[config.mk]
export PLATFORM = sky130hd
export DESIGN_NAME = i2c_reg_target
export DESIGN_NICKNAME = d
export VERILOG_FILES = /design/src/rtl/i2c_rp_pkg.sv /design/src/rtl/i2c_rp_sync.sv /design/src/rtl/i2c_rp_addr_match.sv /design/src/rtl/i2c_rp_ctrl.sv /design/src/rtl/i2c_reg_target.sv
export SDC_FILE = /design/constraint.sdc
export NUM_CORES = 1
export LEC_CHECK = 0
export BUFFER_PORTS_ARGS = -buffer_cell sky130_fd_sc_hd__buf_2
export CAP_MARGIN = 0
export CORE_AREA = 4 4 85 87
export CTS_CLUSTER_SIZE = 20
export DETAILED_ROUTE_END_ITERATION = 16
export DIE_AREA = 0 0 89 91
export GPL_TIMING_DRIVEN = 1
export PLACE_DENSITY_LB_ADDON = 0.08
export SETUP_SLACK_MARGIN = 0.4
export SLEW_MARGIN = 10
export SYNTH_ARGS = -nofsm -noshare
export SYNTH_HDL_FRONTEND = slang
export SYNTH_SLANG_ARGS = --single-unit
[constraint.sdc]
create_clock -name clk -period 2.2 [get_ports clk]
set_input_delay 0.44 -clock clk [delete_from_list [all_inputs] [get_ports clk]]
set_output_delay 0.44 -clock clk [all_outputs]
set_load 0.02 [all_outputs]
[src/rtl/i2c_rp_pkg.sv]
package i2c_rp_pkg;

    localparam int BYTE_W = 8;
    localparam int CNT_W  = 4;

    typedef enum logic [3:0] {
        ST_IDLE,
        ST_ADDR,
        ST_ADDR_ACK,
        ST_PTR,
        ST_PTR_ACK,
        ST_WR,
        ST_WR_ACK,
        ST_TX,
        ST_MACK,
        ST_SKIP
    } tgt_state_e;

endpackage

[src/rtl/i2c_rp_sync.sv]
module i2c_rp_sync #(
    parameter int STAGES = 2
) (
    input  logic clk,
    input  logic rst_n,
    input  logic scl_i,
    input  logic sda_i,
    output logic scl_s,
    output logic sda_s,
    output logic scl_rise,
    output logic scl_fall,
    output logic start_det,
    output logic stop_det
);

    typedef struct packed {
        logic [STAGES-1:0] scl_sh;
        logic [STAGES-1:0] sda_sh;
        logic              scl_prev;
        logic              sda_prev;
    } sync_t;

    sync_t sync_d, sync_q;

    always_comb begin
        sync_d          = sync_q;
        sync_d.scl_sh   = {sync_q.scl_sh[STAGES-2:0], scl_i};
        sync_d.sda_sh   = {sync_q.sda_sh[STAGES-2:0], sda_i};
        sync_d.scl_prev = sync_q.scl_sh[STAGES-1];
        sync_d.sda_prev = sync_q.sda_sh[STAGES-1];
    end

    always_ff @(posedge clk or negedge rst_n) begin
        if (!rst_n) begin
            sync_q <= '1;
        end else begin
            sync_q <= sync_d;
        end
    end

    assign scl_s     = sync_q.scl_sh[STAGES-1];
    assign sda_s     = sync_q.sda_sh[STAGES-1];
    assign scl_rise  = scl_s & ~sync_q.scl_prev;
    assign scl_fall  = ~scl_s & sync_q.scl_prev;
    assign start_det = scl_s & sync_q.scl_prev & sync_q.sda_prev & ~sda_s;
    assign stop_det  = scl_s & sync_q.scl_prev & ~sync_q.sda_prev & sda_s;

endmodule

[src/rtl/i2c_rp_addr_match.sv]
module i2c_rp_addr_match #(
    parameter logic [6:0] DEV_ADDR_HI = 7'h1D,
    parameter logic [6:0] DEV_ADDR_LO = 7'h53
) (
    input  logic       addr_sel_i,
    input  logic [6:0] addr_field_i,
    output logic       hit_o
);

    logic [6:0] own_addr;

    always_comb begin
        own_addr = addr_sel_i ? DEV_ADDR_HI : DEV_ADDR_LO;
        hit_o    = (addr_field_i == own_addr);
    end

endmodule

[src/rtl/i2c_rp_ctrl.sv]
module i2c_rp_ctrl
    import i2c_rp_pkg::*;
#(
    parameter int ADDR_W = 6
) (
    input  logic              clk,
    input  logic              rst_n,
    input  logic              scl_s,
    input  logic              sda_s,
    input  logic              scl_rise,
    input  logic              scl_fall,
    input  logic              start_det,
    input  logic              stop_det,
    input  logic              addr_hit,
    output logic [6:0]        addr_field_o,
    input  logic [BYTE_W-1:0] reg_rdata_i,
    output logic              sda_oe_o,
    output logic              reg_we_o,
    output logic [ADDR_W-1:0] reg_addr_o,
    output logic [BYTE_W-1:0] reg_wdata_o
);

    localparam logic [CNT_W-1:0] BITS_PER_BYTE = CNT_W'(BYTE_W);

    typedef struct packed {
        tgt_state_e        st;
        logic [CNT_W-1:0]  cnt;
        logic [BYTE_W-1:0] sh;
        logic [ADDR_W-1:0] ptr;
        logic              oe;
        logic              rw;
        logic              nack;
        logic              we;
        logic [BYTE_W-1:0] wdata;
    } ctrl_t;

    ctrl_t ctrl_d, ctrl_q;

    always_comb begin
        ctrl_d    = ctrl_q;
        ctrl_d.we = 1'b0;
        if (ctrl_q.we) begin
            ctrl_d.ptr = ctrl_q.ptr + 1'b1;
        end
        if (stop_det) begin
            ctrl_d.st  = ST_IDLE;
            ctrl_d.oe  = 1'b0;
            ctrl_d.cnt = '0;
        end else if (start_det) begin
            ctrl_d.st  = ST_ADDR;
            ctrl_d.oe  = 1'b0;
            ctrl_d.cnt = '0;
        end else begin
            case (ctrl_q.st)
                ST_ADDR, ST_PTR, ST_WR: begin
                    if (scl_rise && ctrl_q.cnt < BITS_PER_BYTE) begin
                        ctrl_d.sh  = {ctrl_q.sh[BYTE_W-2:0], sda_s};
                        ctrl_d.cnt = ctrl_q.cnt + 1'b1;
                    end else if (scl_fall && ctrl_q.cnt == BITS_PER_BYTE) begin
                        ctrl_d.cnt = '0;
                        case (ctrl_q.st)
                            ST_ADDR: begin
                                if (addr_hit) begin
                                    ctrl_d.oe = 1'b1;
                                    ctrl_d.rw = ctrl_q.sh[0];
                                    ctrl_d.st = ST_ADDR_ACK;
                                end else begin
                                    ctrl_d.st = ST_SKIP;
                                end
                            end
                            ST_PTR: begin
                                ctrl_d.ptr = ctrl_q.sh[ADDR_W-1:0];
                                ctrl_d.oe  = 1'b1;
                                ctrl_d.st  = ST_PTR_ACK;
                            end
                            default: begin
                                ctrl_d.we    = 1'b1;
                                ctrl_d.wdata = ctrl_q.sh;
                                ctrl_d.oe    = 1'b1;
                                ctrl_d.st    = ST_WR_ACK;
                            end
                        endcase
                    end
                end
                ST_ADDR_ACK: begin
                    if (scl_fall) begin
                        if (ctrl_q.rw) begin
                            ctrl_d.sh  = {reg_rdata_i[BYTE_W-2:0], 1'b0};
                            ctrl_d.oe  = ~reg_rdata_i[BYTE_W-1];
                            ctrl_d.cnt = CNT_W'(1);
                            ctrl_d.st  = ST_TX;
                        end else begin
                            ctrl_d.oe = 1'b0;
                            ctrl_d.st = ST_PTR;
                        end
                    end
                end
                ST_PTR_ACK, ST_WR_ACK: begin
                    if (scl_fall) begin
                        ctrl_d.oe = 1'b0;
                        ctrl_d.st = ST_WR;
                    end
                end
                ST_TX: begin
                    if (scl_fall) begin
                        if (ctrl_q.cnt == BITS_PER_BYTE) begin
                            ctrl_d.oe  = 1'b0;
                            ctrl_d.cnt = '0;
                            ctrl_d.st  = ST_MACK;
                        end else begin
                            ctrl_d.oe  = ~ctrl_q.sh[BYTE_W-1];
                            ctrl_d.sh  = {ctrl_q.sh[BYTE_W-2:0], 1'b0};
                            ctrl_d.cnt = ctrl_q.cnt + 1'b1;
                        end
                    end
                end
                ST_MACK: begin
                    if (scl_rise) begin
                        ctrl_d.ptr  = ctrl_q.ptr + 1'b1;
                        ctrl_d.nack = sda_s;
                    end else if (scl_fall) begin
                        if (!ctrl_q.nack) begin
                            ctrl_d.sh  = {reg_rdata_i[BYTE_W-2:0], 1'b0};
                            ctrl_d.oe  = ~reg_rdata_i[BYTE_W-1];
                            ctrl_d.cnt = CNT_W'(1);
                            ctrl_d.st  = ST_TX;
                        end else begin
                            ctrl_d.st = ST_SKIP;
                        end
                    end
                end
                default: ;
            endcase
        end
    end

    always_ff @(posedge clk or negedge rst_n) begin
        if (!rst_n) begin
            ctrl_q    <= '0;
            ctrl_q.st <= ST_IDLE;
        end else begin
            ctrl_q <= ctrl_d;
        end
    end

    assign addr_field_o = ctrl_q.sh[BYTE_W-1:1];
    assign sda_oe_o     = ctrl_q.oe;
    assign reg_we_o     = ctrl_q.we;
    assign reg_addr_o   = ctrl_q.ptr;
    assign reg_wdata_o  = ctrl_q.wdata;

    // pull-low only begins while SCL is low
    p_drive_scl_low_r8: assert property (@(posedge clk) disable iff (!rst_n)
        $rose(ctrl_q.oe) |-> !scl_s);

    // a stop always leaves the line released and no write pending
    p_stop_releases_r7: assert property (@(posedge clk) disable iff (!rst_n)
        stop_det |=> (!ctrl_q.oe && ctrl_q.st == ST_IDLE && !ctrl_q.we));

    // a start restarts address reception
    p_start_to_addr_r7: assert property (@(posedge clk) disable iff (!rst_n)
        (start_det && !stop_det) |=> (ctrl_q.st == ST_ADDR && ctrl_q.cnt == '0));

    // an unmatched transaction stays silent
    p_skip_silent_r2: assert property (@(posedge clk) disable iff (!rst_n)
        (ctrl_q.st == ST_SKIP) |-> (!ctrl_q.oe && !ctrl_q.we));

    // write strobe lasts one cycle
    p_we_single_r3: assert property (@(posedge clk) disable iff (!rst_n)
        ctrl_q.we |=> !ctrl_q.we);

    // pointer advances after each written byte
    p_ptr_step_r4: assert property (@(posedge clk) disable iff (!rst_n)
        ctrl_q.we |=> (ctrl_q.ptr == $past(ctrl_q.ptr) + 1'b1));

endmodule

[src/rtl/i2c_reg_target.sv]
module i2c_reg_target #(
    parameter int         ADDR_W      = 6,
    parameter int         SYNC_STAGES = 2,
    parameter logic [6:0] DEV_ADDR_HI = 7'h1D,
    parameter logic [6:0] DEV_ADDR_LO = 7'h53
) (
    input  logic              clk,
    input  logic              rst_n,
    input  logic              scl_i,
    input  logic              sda_i,
    input  logic              addr_sel_i,
    output logic              sda_oe_o,
    output logic              reg_we_o,
    output logic [ADDR_W-1:0] reg_addr_o,
    output logic [7:0]        reg_wdata_o,
    input  logic [7:0]        reg_rdata_i
);

    logic       scl_s, sda_s, scl_rise, scl_fall, start_det, stop_det;
    logic       addr_hit;
    logic [6:0] addr_field;

    i2c_rp_sync #(.STAGES(SYNC_STAGES)) u_sync (
        .clk       (clk),
        .rst_n     (rst_n),
        .scl_i     (scl_i),
        .sda_i     (sda_i),
        .scl_s     (scl_s),
        .sda_s     (sda_s),
        .scl_rise  (scl_rise),
        .scl_fall  (scl_fall),
        .start_det (start_det),
        .stop_det  (stop_det)
    );

    i2c_rp_addr_match #(
        .DEV_ADDR_HI (DEV_ADDR_HI),
        .DEV_ADDR_LO (DEV_ADDR_LO)
    ) u_match (
        .addr_sel_i   (addr_sel_i),
        .addr_field_i (addr_field),
        .hit_o        (addr_hit)
    );

    i2c_rp_ctrl #(.ADDR_W(ADDR_W)) u_ctrl (
        .clk          (clk),
        .rst_n        (rst_n),
        .scl_s        (scl_s),
        .sda_s        (sda_s),
        .scl_rise     (scl_rise),
        .scl_fall     (scl_fall),
        .start_det    (start_det),
        .stop_det     (stop_det),
        .addr_hit     (addr_hit),
        .addr_field_o (addr_field),
        .reg_rdata_i  (reg_rdata_i),
        .sda_oe_o     (sda_oe_o),
        .reg_we_o     (reg_we_o),
        .reg_addr_o   (reg_addr_o),
        .reg_wdata_o  (reg_wdata_o)
    );

    // quiet out of reset
    p_reset_quiet_r10: assert property (@(posedge clk)
        $rose(rst_n) |-> (!sda_oe_o && !reg_we_o));

endmodule

==> flow_metrics.env, run 1 <==
export IMPL_status="completed"
export IMPL_antenna_found_initial=0
export IMPL_switching_share_pct=38.9
export IMPL_required_ps=2390
export IMPL_use_met1_pct=24.5
export IMPL_grt_pass1_wl_um=11200
export IMPL_clkSinkCount=40
export IMPL_drcViolationCount=0
export IMPL_max_stage_delay_ps=430
export IMPL_p_int_uw=2530
export IMPL_cts_max_path_buffers=2
export IMPL_crit_slowest_cell="dfrtp_1"
export IMPL_cts_clk_slew_worst_paths_ps=80
export IMPL_die_x_um=89
export IMPL_maxSlewHeadroom_pct=60.4
export IMPL_portBuffers=28
export IMPL_die_y_um=91
export IMPL_timing_rr_start="u_ctrl.ctrl_q[31]$_DFFE_PN0P_"
export IMPL_top_usage_layer="met2"
export IMPL_setup_violations_final=0
export IMPL_fmax_ghz=0.506
export IMPL_ys_ff_latch=40
export IMPL_reg2regPathDepth=7
export IMPL_track_usage_pct=17.6
export IMPL_die_area_um2=8100
export IMPL_cp_start_kind="register"
export IMPL_hpwlAfterDp_um=4910
export IMPL_period_share_pct=89.8
export IMPL_crit_path_cell_trace="buf_6 > xor2_2 > a32oi_4 > o21ai_2 > nor4_4 > buf_6 > mux2_2"
export IMPL_core_um2=6350
export IMPL_layout_drive_gt1_share_pct=56.8
export IMPL_maxCapViolations=0
export IMPL_synthArstFlopShare_pct=100
export IMPL_grt_met3_usage_pct=2.62
export IMPL_tritoncts="built"
export IMPL_min_path_type="in -> async"
export IMPL_cts_root_buf="clkbuf_8"
export IMPL_io_pins=29
export IMPL_comb_power_share_pct=56.7
export IMPL_rows=29
export IMPL_synth_area_um2=2500
export IMPL_synth_fp_nets=262
export IMPL_critical_path_class="reg -> reg"
export IMPL_wl_per_cell_um=18.0
export IMPL_max_slew_worst_pin_slew_ps=579
export IMPL_wl_um=7190
export IMPL_met2_usage_pct=28.0
export IMPL_timing_reg2reg_setup_slack_ps=220
export IMPL_multi_input_area_um2=1640
export IMPL_drt_first_pass_iters=4
export IMPL_vias=2193
export IMPL_holdWs_ps=108
export IMPL_syn_area_per_cell_um2=10.2
export IMPL_grt_max_degree=22
export IMPL_mostFrequentLayoutCell="buf_4"
export IMPL_drt_iter0_drc=84
export IMPL_power_switching_uw=1610
export IMPL_pwr_share_seq_pct=28.1
export IMPL_antenna_cells=0
export IMPL_nNetsFinal=337
export IMPL_detail_route_antenna_nets=0
export IMPL_ctsHoldBuffers=0
export IMPL_ctsHtreeMaxLevel=2
export IMPL_yosysUniqueCellTypes=58
export IMPL_cp_common_cell="buf_6"
export IMPL_finalMaxSlewViolations=0
export IMPL_viasPerCell=5.50
export IMPL_fin_tns_setup_ps=0
export IMPL_hold_viol=0
export IMPL_leakage_uw=0.00162
export IMPL_start_util_pct=39.4
export IMPL_reg2reg_to="u_ctrl.addr_field_o[3]$_DFFE_PN0P_"
export IMPL_crit_arrival_ps=2160
export IMPL_final_cell_mix="buf_4 (54), dfrtp_1 (30), buf_2 (28), mux2_2 (14)"
export IMPL_grt_overflow=0
export IMPL_syn_to_final_growth_pct=42.7
export IMPL_ir_drop_mv=0.589
export IMPL_rsz0062_at_grt="true"
export IMPL_finClkSkew_ps=5.07
export IMPL_fillers=509
export IMPL_worst_setup_path_end_kind="register"
export IMPL_power_density_nw_per_um2=1160
export IMPL_final_seq_area_um2=1010
export IMPL_synth_edff_count=0
export IMPL_grt_pass1_vias=2220
export IMPL_layout_min_cycle_time_ps=1980
export IMPL_synth_cells=246
export IMPL_numCtsBuffers=5
export IMPL_insertion_delay_ps=300
export IMPL_crit_path_max_fanout=8
export IMPL_clockPowerShare_pct=15.2
export IMPL_ys_seq_area_share_pct=40.3
export IMPL_synth_warnings=0
export IMPL_gp_congestion=0.890
export IMPL_synth_flop_cell="dfrtp_1"
[power groups by stage]
stage	Sequential [uW]	Clock, uW	Combinational, uW
after global placement	1150	0	1680
after CTS	1150	653	1980
final	1160	629	2350
after detailed placement	1150	0	1660
after global routing	1190	679	2530
after floorplan	1080	0	1160
[layout make-up]
type | count | share of cell area [%]
multi-input combinational | 173 | 46.0
sequential | 40 | 28.4
timing repair buffer | 92 | 18.7
tap | 77 | 2.70
clock buffer | 5 | 1.93
clock inverter | 3 | 1.30
inverter | 9 | 0.947
[registers in the layout, summed over array words and instances, names as in the netlist]
name                 cells
u_ctrl.reg_we_o          1
u_sync.sync_d            2
u_sync.scl_s             1
u_ctrl.ctrl_q           11
u_ctrl.addr_field_o      7
u_ctrl.reg_addr_o        6
u_ctrl.sda_oe_o          1
u_sync.sda_s             1
u_ctrl.reg_wdata_o       8
u_sync.sync_q            2
[logic make-up after synthesis]
family	after synthesis	synth area share [%]
muxes	29	13.0
DFF	40	40.3
xor gates and xnor gates	10	3.50
and+or+nand+nor	71	17.0
buffers and inverters	33	7.46
AOI/OAI and AO/OA	60	17.3
adders and majority gates	3	1.50
[critical path, delay by kind of cell (launching register included)]
kind / cells / cell delay (ps)
XOR/XNOR: 1 / 200
AND/OR/NAND/NOR: 1 / 160
buffers and inverters: 2 / 330
multiplexers: 1 / 330
flip-flops: 1 / 430
AO/OA/AOI/OAI: 2 / 410
[timing repair]
item / 4_1_cts / 5_1_grt
pin swaps: 10 / 12
setup buffers: 20 / 11
gates resized for setup: 42 / 36
setup endpoints to repair: 32 / 31
cloned: 1 / 0
[how the worst max path moves through the flow]
stage	start	endpoint
after floorplan	u_sync.sync_q[1]$_DFF_PN1_	u_ctrl.addr_field_o[0]$_DFFE_PN0P_
after global routing	u_ctrl.ctrl_q[31]$_DFFE_PN0P_	u_ctrl.addr_field_o[4]$_DFFE_PN0P_
after CTS	u_ctrl.ctrl_q[30]$_DFFE_PN0P_	u_ctrl.addr_field_o[6]$_DFFE_PN0P_
final	u_ctrl.ctrl_q[31]$_DFFE_PN0P_	u_ctrl.addr_field_o[3]$_DFFE_PN0P_
after detailed placement	u_ctrl.ctrl_q[31]$_DFFE_PN0P_	u_ctrl.reg_addr_o[3]$_DFF_PN0_
after global placement	u_ctrl.ctrl_q[30]$_DFFE_PN0P_	u_ctrl.ctrl_q[32]$_DFFE_PN0P_
[synthesized netlist by cell type (2+ instances only)]
cell       instances  share of area, %
nand4_1            3              0.75
o2bb2ai_1          2              0.70
nor3b_1            6               1.8
nor4b_1            2              0.70
a221oi_1           3               1.1
nand4b_1           2              0.70
xor2_1             7               2.5
a211oi_1           6               1.8
a31oi_1            7               1.8
o211ai_1           2              0.60
nand2_1           15               2.3
buf_2              4              0.80
clkbuf_1           4              0.60
ha_1               3               1.5
nand3_1            5               1.0
buf_4             15               4.5
mux2i_1            2              0.80
inv_1              9               1.4
mux2_2            27                12
nor2b_1            6               1.5
xnor2_1            3               1.1
nand3b_1           6               1.8
dfrtp_1           34                34
o21ai_0            7               1.4
nand2b_1           3              0.75
a21o_1             3              0.90
nor2_1            14               2.1
dfstp_2            6               6.3
a21oi_1           11               2.2
[metal layers]
metal / wire [um] / vias to the layer above
met1: 3340 / 1081
met4: 135 / 0
met2: 3500 / 53
met5: 0 / -
met3: 210 / 11
li1: - / 1048
[stage by stage]
stage | util (%) | area [um2] | std cells | power, uW | worst slack [ps]
floorplan | - | 2550 | 246 | 2240 | 238
global placement | 45.3 | 2880 | 359 | 2830 | 60.4
detailed placement | 45.3 | 2880 | 359 | 2810 | 28.0
CTS | 52.2 | 3310 | 388 | 3780 | 232
global route | 56.2 | 3570 | 399 | 4400 | 139
finish | 56.2 | 3570 | 399 | 4140 | 225
No activity file was read; power rests on OpenSTA's default activity.
==> inputs of run 2 (changes only) <==
- CELL_PAD_IN_SITES_DETAIL_PLACEMENT: default -> 0
- CELL_PAD_IN_SITES_GLOBAL_PLACEMENT: default -> 1
- GPL_TIMING_DRIVEN: 1 -> default
- clock period: 2.2 -> 1.6 ns (I/O delays scaled with it)
==> run 2 against run 1 <==
- the run now ends with negative setup slack left
- hold slack improved by 7.1 ps
- utilization rose by 7.5 points
- final cell count grew 10%
- largest power group unchanged
- highest routed layer unchanged
==> flow_metrics.env, run 2 (synthesis gave the netlist of run 1 again) <==
export IMPL_antenna_found_initial=0
export IMPL_vias=2366
export IMPL_gp_congestion=0.918
export IMPL_io_pins=29
export IMPL_detail_route_antenna_nets=0
export IMPL_maxCapViolations=0
export IMPL_top_usage_layer="met2"
export IMPL_drt_first_pass_iters=4
export IMPL_timing_final_ws_setup_ps=-373
export IMPL_cts_clk_slew_worst_paths_ps=80
export IMPL_nNetsFinal=378
export IMPL_tritoncts="built"
export IMPL_critical_path_class="reg -> reg"
export IMPL_finClkSkew_ps=9.13
export IMPL_use_met1_pct=29.8
export IMPL_grt_pass1_vias=2518
export IMPL_min_path_type="in -> reg"
export IMPL_rows=29
export IMPL_grt_met3_usage_pct=3.62
export IMPL_hp_start="sda_i"
export IMPL_top_register="u_ctrl.ctrl_q"
export IMPL_reg2regPathDepth=7
export IMPL_cp_start_kind="register"
export IMPL_grt_overflow=0
export IMPL_max_slew_worst_pin_slew_ps=465
export IMPL_numCtsBuffers=5
export IMPL_viasPerCell=5.38
export IMPL_dpl_cell_area_um2=3300
export IMPL_ctsHtreeMaxLevel=2
export IMPL_largest_reg_flops=11
export IMPL_hold_viol=0
export IMPL_cts_max_path_buffers=2
export IMPL_rsz0062_at_grt="true"
export IMPL_crit_arrival_ps=2150
export IMPL_power_total_uw=6110
export IMPL_die_y_um=91
export IMPL_ir_drop_mv=1.01
export IMPL_power_density_nw_per_um2=1510
export IMPL_wl_um=8020
export IMPL_min_to="u_sync.sync_d[3]$_DFF_PN1_"
export IMPL_maxSlewHeadroom_pct=69.0
export IMPL_status="finished, violations left"
export IMPL_period_share_pct=123
export IMPL_antenna_cells=0
export IMPL_leakage_uw=0.00188
export IMPL_final_seq_area_um2=1020
export IMPL_final_cell_mix="buf_4 (78), buf_6 (27), dfrtp_1 (27), buf_2 (23), mux2_4 (19)"
export IMPL_holdWs_ps=115
export IMPL_mostFrequentLayoutCell="buf_4"
export IMPL_fmax_ghz=0.507
export IMPL_die_x_um=89
export IMPL_insertion_delay_ps=290
export IMPL_cts_root_buf="clkbuf_8"
export IMPL_grt_pass1_wl_um=13200
export IMPL_fin_area_um2=4050
export IMPL_hold_path_depth=1
export IMPL_required_ps=1780
export IMPL_core_um2=6350
export IMPL_timing_reg2reg_setup_slack_ps=-370
export IMPL_drt_iter0_drc=168
export IMPL_die_area_um2=8100
export IMPL_violations="negative setup slack"
export IMPL_layout_min_cycle_time_ps=1970
export IMPL_wl_per_cell_um=18.2
export IMPL_worst_setup_path_end_kind="register"
export IMPL_clkSinkCount=40
export IMPL_grt_max_degree=24
export IMPL_met2_usage_pct=32.6
export IMPL_track_usage_pct=20.9
export IMPL_reg2reg_to="u_ctrl.addr_field_o[0]$_DFFE_PN0P_"
export IMPL_start_util_pct=39.4
export IMPL_crit_path_max_fanout=8
export IMPL_finalMaxSlewViolations=0
export IMPL_setup_violations_final=33
export IMPL_syn_to_final_growth_pct=61.9
export IMPL_hpwlAfterDp_um=5700
export IMPL_layout_drive_gt1_share_pct=64.2
export IMPL_drcViolationCount=0
export IMPL_portBuffers=28
export IMPL_fillers=537
export IMPL_multi_input_area_um2=1710
export IMPL_timing_rr_start="u_ctrl.ctrl_q[33]$_DFFE_PN0P_"
==> run 2: cell count changes in the layout (fill, tap and decap cells not counted), moves of 4 or more <==
cell / change
buf_4: +24
buf_2: -5
buf_6: +18
a21oi_1: -4
mux2_4: +6
a21oi_2: +5
mux2_2: -6
==> run 2: through the flow <==
stage               util, %  setup TNS (ps)  worst slack [ps]  std cells
detailed placement     51.9          -10860              -431        406
floorplan                 -           -6080              -360        246
CTS                    62.6           -8450              -352        437
finish                 63.7           -8730              -373        440
global route           63.7          -11680              -445        440
global placement       51.9          -10860              -433        406
==> run 2: report_power, final <==
group          switching (uW)  leakage, uW  internal, uW
clock network             380    0.0000479           304
registers                 253     0.000501          1260
logic                    1720      0.00133          2190
total                    2350      0.00188          3750
==> run 2: worst max-delay path, cell delays in order (launching register included) <==
cell and delay [ps]:
dfrtp_1 410, buf_6 130, or3b_1 350, a21oi_2 200
o21ai_2 90, nor4_4 170, buf_6 210, mux2_4 310
==> run 2: metal layers <==
layer,wire length (um),share of wire (%)
met1,3770,47
met2,3830,48
met3,277,3.5
met4,140,1.7
met5,0,0
==> run 2: area by class of cell <==
class,instances,share of cell area [%]
Clock buffer,5,1.70
Timing Repair Buffer,133,27.2
Inverter,9,0.835
Clock inverter,3,0.464
Multi-Input combinational cell,173,42.3
Tap cell,77,2.38
Sequential cell,40,25.1
==> run 2: worst max-delay path by stage <==
| stage | from | end |
|---|---|---|
| floorplan | u_sync.sync_q[1]$_DFF_PN1_ | u_ctrl.addr_field_o[0]$_DFFE_PN0P_ |
| global placement | u_ctrl.ctrl_q[33]$_DFFE_PN0P_ | u_ctrl.addr_field_o[4]$_DFFE_PN0P_ |
| detailed placement | u_ctrl.ctrl_q[31]$_DFFE_PN0P_ | u_ctrl.sda_oe_o$_DFFE_PN0P_ |
| CTS | u_ctrl.ctrl_q[33]$_DFFE_PN0P_ | u_ctrl.addr_field_o[0]$_DFFE_PN0P_ |
| global route | u_ctrl.ctrl_q[33]$_DFFE_PN0P_ | u_ctrl.addr_field_o[6]$_DFFE_PN0P_ |
| finish | u_ctrl.ctrl_q[33]$_DFFE_PN0P_ | u_ctrl.addr_field_o[0]$_DFFE_PN0P_ |
==> run 2: timing repair <==
| item | CTS | global route |
|---|---|---|
| setup buffers | 21 | 3 |
| pin swaps | 28 | 7 |
| gates cloned | 1 | 0 |
| setup endpoints to repair | 40 | 39 |
| gates resized for setup | 98 | 11 |
| endpoints found under the hold margin | 11 | 0 |
| hold buffers | 1 | 0 |
